## src/rtl/dma_xfer_counter.sv

```systemverilog
module dma_xfer_counter #(
  parameter int CW = 32
) (
  input  logic          clk,
  input  logic          rst_n,
  input  logic          wr_en,
  input  logic          wr_trig_sel,
  input  logic [CW-1:0] wr_data,
  input  logic          trig_in,
  input  logic          xfer_done,
  output logic [CW-1:0] rd_data,
  output logic [CW-1:0] dbg_reload,
  output logic          busy,
  output logic          done
);

  logic [CW-1:0] reload_q, live_q;
  logic          busy_q, done_q;

  wire           alias_wr  = wr_en & wr_trig_sel;
  wire           start     = alias_wr | trig_in;
  wire  [CW-1:0] start_len = alias_wr ? wr_data : reload_q;
  wire           step      = busy_q & xfer_done;
  wire           last      = step & (live_q == CW'(1));

  always_ff @(posedge clk) begin
    if (!rst_n) begin
      reload_q <= '0;
      live_q   <= '0;
      busy_q   <= 1'b0;
      done_q   <= 1'b0;
    end else begin
      if (wr_en) reload_q <= wr_data;
      if (start) begin
        live_q <= start_len;
        busy_q <= (start_len != '0);
        done_q <= (start_len == '0);
      end else begin
        if (step) live_q <= live_q - CW'(1);
        if (last) busy_q <= 1'b0;
        done_q <= last;
      end
    end
  end

  assign rd_data    = live_q;
  assign dbg_reload = reload_q;
  assign busy       = busy_q;
  assign done       = done_q;

  a_r4_decrement: assert property (@(posedge clk) disable iff (!rst_n)
    (busy && xfer_done && !start) |=> (rd_data == $past(rd_data) - CW'(1)));

  a_r2_normal_write_keeps_live: assert property (@(posedge clk) disable iff (!rst_n)
    (wr_en && !wr_trig_sel && !trig_in && !xfer_done) |=> $stable(rd_data));

  a_r5_done_single_cycle: assert property (@(posedge clk) disable iff (!rst_n)
    done |=> !done);

  a_r5_busy_nonzero: assert property (@(posedge clk) disable iff (!rst_n)
    busy |-> (rd_data != '0));

  a_r6_alias_loads_both: assert property (@(posedge clk) disable iff (!rst_n)
    alias_wr |=> (rd_data == $past(wr_data) && dbg_reload == $past(wr_data)));

  a_r8_idle_ignore: assert property (@(posedge clk) disable iff (!rst_n)
    (!busy && !start) |=> ($stable(rd_data) && !busy && !done));

  a_r7_done_excludes_busy: assert property (@(posedge clk) disable iff (!rst_n)
    !(done && busy));

endmodule

```

## config.mk

```make
export PLATFORM = sky130hd
export DESIGN_NAME = dma_xfer_counter
export DESIGN_NICKNAME = d
export VERILOG_FILES = /design/src/rtl/dma_xfer_counter.sv
export SDC_FILE = /design/constraint.sdc
export NUM_CORES = 1
export LEC_CHECK = 0
export BUFFER_PORTS_ARGS = -buffer_cell sky130_fd_sc_hd__buf_2
export CORE_UTILIZATION = 57
export DETAILED_ROUTE_END_ITERATION = 16
export PLACE_DENSITY_LB_ADDON = 0.12
export SYNTH_ARGS = -nofsm -noshare
export SYNTH_HDL_FRONTEND = slang
export SYNTH_SLANG_ARGS = --single-unit
```

## constraint.sdc

```tcl
create_clock -name clk -period 4.9 [get_ports clk]
set_input_delay 0.98 -clock clk [delete_from_list [all_inputs] [get_ports clk]]
set_output_delay 0.98 -clock clk [all_outputs]
set_load 0.01 [all_outputs]
```

Word level (Yosys, flattened, before mapping)
Cells that the tools add are included.
{"block": "op_classes", "n_addsub": 1, "multipliers": 0, "n_div": 0, "order_cmp": 0, "n_eq_ne": 1, "shifts": 0, "muxes": 6, "bitwise_logic": 4, "reduce_logical": 4}
{"operator": "$mux W32", "n": 3}
{"operator": "$eq A32 B1 Y1 const B", "n": 1}
{"operator": "$logic_not A32 Y1", "n": 1}
{"operator": "$reduce_bool A32 Y1", "n": 1}
{"operator": "$sub A32 B1 Y32 const B", "n": 1}
{"operator": "$reduce_bool A2 Y1", "n": 2}
{"operator": "$and A1 B1 Y1", "n": 3}
{"operator": "$mux W1", "n": 3}
{"operator": "$or A1 B1 Y1", "n": 1}
{"block": "totals", "reg_bits": 66, "latch_bits": 0, "ram_bits": 0, "mem_bits_ro": 0, "output_inout_bits": 66, "mem_count": 0}

Logic depth before layout (Yosys ltp)
{"block": "depth", "depth_word": 4, "depth_mapped": 8, "ltp_nobuf": 7}

Worst setup path after synthesis
No wires, ideal clock.
{"block": "synth_timing", "kind": "input -> register", "from": "input xfer_done", "to": "register live_q[24], in the netlist rd_data[24]", "setup_time_ns": 0.116, "arrival_time_ns": 2.167, "required_time_ns": 4.784, "path_slack_ns": 2.618, "path_stages": 6, "cell_sequence": "and2_1 -> buf_2 -> nand2_1 -> o31a_1 -> o31a_1 -> a31o_1"}
{"block": "synth_via", "elab_chain_len": 2}
{"element": "start, declared", "line": "10", "source": "input logic xfer_done,"}
{"element": "$and A1 B1 Y1", "line": "23", "source": "wire step = busy_q & xfer_done;"}
{"element": "$reduce_bool A2 Y1 (no source line)"}
{"element": "end signal, assigned", "line": "35", "source": "live_q <= start_len;"}
{"element": "end signal, assigned", "line": "39", "source": "if (step) live_q <= live_q - CW'(1);"}
{"element": "end, declared", "line": "17", "source": "logic [CW-1:0] reload_q, live_q;"}
No other way between the ends.
A chain may end at the register's enable or synchronous reset.

Worst setup path in the final report
{"block": "layout_timing", "from": "input wr_en", "to": "register live_q[6], in the netlist rd_data[6]"}
{"block": "layout_via", "elab_chain_len": 3, "word_cells_on_any_way": 5}
{"element": "start, declared", "line": "6", "source": "input logic wr_en,"}
{"element": "$and A1 B1 Y1 *", "line": "20", "source": "wire alias_wr = wr_en & wr_trig_sel;"}
{"element": "$mux W32 or $or A1 B1 Y1 (tied branches)", "line": "22, 21"}
{"element": "$mux W32 or $reduce_bool A2 Y1 (tied branches)"}
Every way passes the cells marked *; elsewhere a longest branch is shown, timed or not.

==> impl_metrics.csv <==
group,metric,value,unit
logic_synthesis,synthArstFlopShare,0,
cts,cts_resized,0,
finish,layout_commonest_cell,"buf_2",
cts,clk_path_buf_depth,2,
critical_path,r2r_slack,2.56,ns
timing,fin_setup_tns,0,ns
route,viasPerCell,6.19,
global_route,antenna_found_initial,0,
min_path,min_to,"dbg_reload[11]",
cts,htreeDepth,3,
timing,max_freq,299,MHz
critical_path,criticalPathCategory,"in2reg",
floorplanning,rows,29,
critical_path,r2r_start,"rd_data[0]",
finish,nets,568,
place,hpwl,8030,um
cts,root_buffer,"clkbuf_8",
logic_synthesis,syn_area_per_cell,8.44,sq um
global_route,grt_pass1_wl,16700,um
logic_synthesis,syn_nets,481,
global_route,grt_pass1_vias,3212,
power_and_ir_drop,ir_drop,0.207,mV
critical_path,path_buf_inv,1,
route,drc,0,
finish,layoutNonFillerInstCount,609,
min_path,whs_path_depth,2,
power_and_ir_drop,switchingPower,0.000431,W
critical_path,crit_fanout,39,
cts,path_clk_slew,0.07,ns
cts,cts_hold_buf,0,
timing,relSlewSlack,0.220,
route,drtIter0Drc,322,
timing,worst_pin_slew,1.17,ns
floorplanning,coreArea,6310,sq um
logic_synthesis,ys_ff_latch,66,
route,avgRoutedWirePerCell,18.2,um
run,maxCapViolations,0,
power_and_ir_drop,p_int,0.000907,W
cts,cts_setup_buffers,0,
logic_synthesis,yosysWarnings,0,
critical_path,startpoint,"wr_en",
power_and_ir_drop,clkPwrFrac,0.304,
status,status,"finished clean",
floorplanning,die_area,6860,sq um
route,vias,3772,
floorplanning,die_w,82.8,um
critical_path,timing.rr.end,"rd_data[24]",
critical_path,critPathCaptureType,"register",
timing,finalSetupViolations,0,
critical_path,slowest_stage,"nand2_1",
floorplanning,die_y,82.8,um
global_route,grt_max_degree,50,
global_route,grt_usage,0.332,
logic_synthesis,synth_edf_count,0,
floorplanning,io-pin-count,104,
power_and_ir_drop,p_comb_frac,0.228,
logic_synthesis,seq_area_frac_synth,0.355,
route,dr.pass1.iters,5,
logic_synthesis,synthFlopType,"dfxtp_1",
logic_synthesis,synth_cells,441,
critical_path,arrival,3.57,ns
finish,nFillCells,559,
finish,layout_common_cells,"buf_2 (103), dfxtp_1 (66), nand2_1 (49)",
cts,cts_inserted_buffers,9,
cts,clock-sinks,66,
logic_synthesis,ys_types,53,
logic_synthesis,synthesis.area,3720,sq um
place,io_buffers,103,
floorplanning,start_util,0.589,
timing,period_share,0.683,
cts,cts_tree,"yes",
timing,rsz0062_at_grt,"false",
finish,drive_gt1_frac,0.242,
route,final_antenna_net_count,0,
power_and_ir_drop,total_power,0.00134,W
critical_path,crit_family,"simple AND/OR/NAND/NOR gates",
finish,syn_to_final_growth,18.3,%
power_and_ir_drop,p_per_area,304,nW/um^2
power_and_ir_drop,p_leak,1.89,nW
finish,multi_input_area,2270,sq um
place,dp_cells,594,
power_and_ir_drop,switching_share,0.322,
critical_path,required,5.12,ns
critical_path,start_kind,"primary input",
timing,final-hold-violation-count,0,
timing,finalMaxSlewViolations,0,
critical_path,ff2ff_path_depth,7,
route,postRouteWirelength,11100,um
power_and_ir_drop,power_frac_seq,0.468,
critical_path,crit_path_cell_trace,"buf_2 > nand2_1 > and3_1 > a221oi_1 > nor2b_1",
timing,skew,0.00546,ns
global_route,gr-total-overflow,0,
critical_path,cp_slowest_stage_delay,0.99,ns
finish,regArea,1320,sq um
place,globalplace.congestion,0.877,
min_path,min_from,"dbg_reload[11]",
finish,n_antenna_cell,0,
timing,fin_crit,3.35,ns
min_path,hp-class,"reg2reg",
cts,clock_latency,0.34,ns
-- per-stage QoR --
stage	hold WS [ns]	cell area, sq um	worst slack [ns]	utilization
after global routing	0.582	4400	1.34	0.697
after detailed placement	0.531	4230	1.29	0.670
after global placement	0.516	4230	1.31	0.670
final	0.540	4400	1.55	0.697
after CTS	0.542	4400	1.61	0.697
after floorplan	0.545	3720	2.62	-
-- tightest hold or removal path, cell delays in order, from the launching register on --
cell and delay, ns:
dfxtp_1 0.32, mux2i_1 0.12, nor2b_1 0.06
-- cell type report --
| type | count | area share |
|---|---|---|
| clock buffer | 12 | 0.0352 |
| clock inverter | 3 | 0.00341 |
| sequential | 66 | 0.300 |
| timing repair buffer | 104 | 0.119 |
| multi-input combinational | 340 | 0.515 |
| tap | 77 | 0.0219 |
| inverter | 7 | 0.00597 |
-- logic make-up after synthesis --
group	share of synthesized area
buffers and inverters	0.0360
AND/OR/NAND/NOR	0.314
XOR/XNOR	0.0588
adder cells (fa/ha/maj)	0.00672
multiplexers	0.0888
flip-flops	0.355
AO/OA/AOI/OAI	0.140
-- cells in the mapped netlist (9+ instances only) --
cell type / instances / area [sq um]
xnor2_1: 19 / 166
o21ai_0: 16 / 80.1
nor3_1: 15 / 75.1
clkbuf_1: 19 / 71.3
nand4_1: 9 / 56.3
nand3_1: 19 / 95.1
mux2i_1: 33 / 330
nor2b_1: 33 / 206
nor4_1: 21 / 131
dfxtp_1: 66 / 1320
o211ai_1: 17 / 128
nor2_1: 21 / 78.8
nand2_1: 49 / 184
a21oi_1: 11 / 55.1
-- power groups by stage --
| stage | Combinational, W | Clock, W | Sequential, W |
|---|---|---|---|
| 2_1_floorplan | 0.000186 | 0 | 0.000639 |
| 4_1_cts | 0.000301 | 0.000407 | 0.000624 |
| 5_1_grt | 0.000334 | 0.000432 | 0.000630 |
| 3_3_place_gp | 0.000296 | 0 | 0.000634 |
| 3_5_place_dp | 0.000298 | 0 | 0.000636 |
| 6_report | 0.000305 | 0.000406 | 0.000626 |
-- metal layers --
metal / routed length, um / up-vias / GRT usage / part of all wire
li1: - / 1785 / - / -
met4: 162 / 0 / 0.112 / 0.015
met5: 0 / - / 0 / 0
met2: 4660 / 224 / 0.466 / 0.42
met3: 1040 / 15 / 0.0514 / 0.094
met1: 5200 / 1748 / 0.506 / 0.47
-- sequential cells by signal, indices dropped and copies added (netlist names) --
register    cells
dbg_reload     32
busy            1
done            1
rd_data        32
-- worst max-delay path by stage --
stage | to | cells past startpoint
2_1_floorplan | rd_data[24] | 6
3_3_place_gp | rd_data[6] | 5
3_5_place_dp | rd_data[6] | 5
4_1_cts | rd_data[6] | 5
5_1_grt | rd_data[6] | 5
6_report | rd_data[6] | 5
Power figures use the tool's default switching activity.
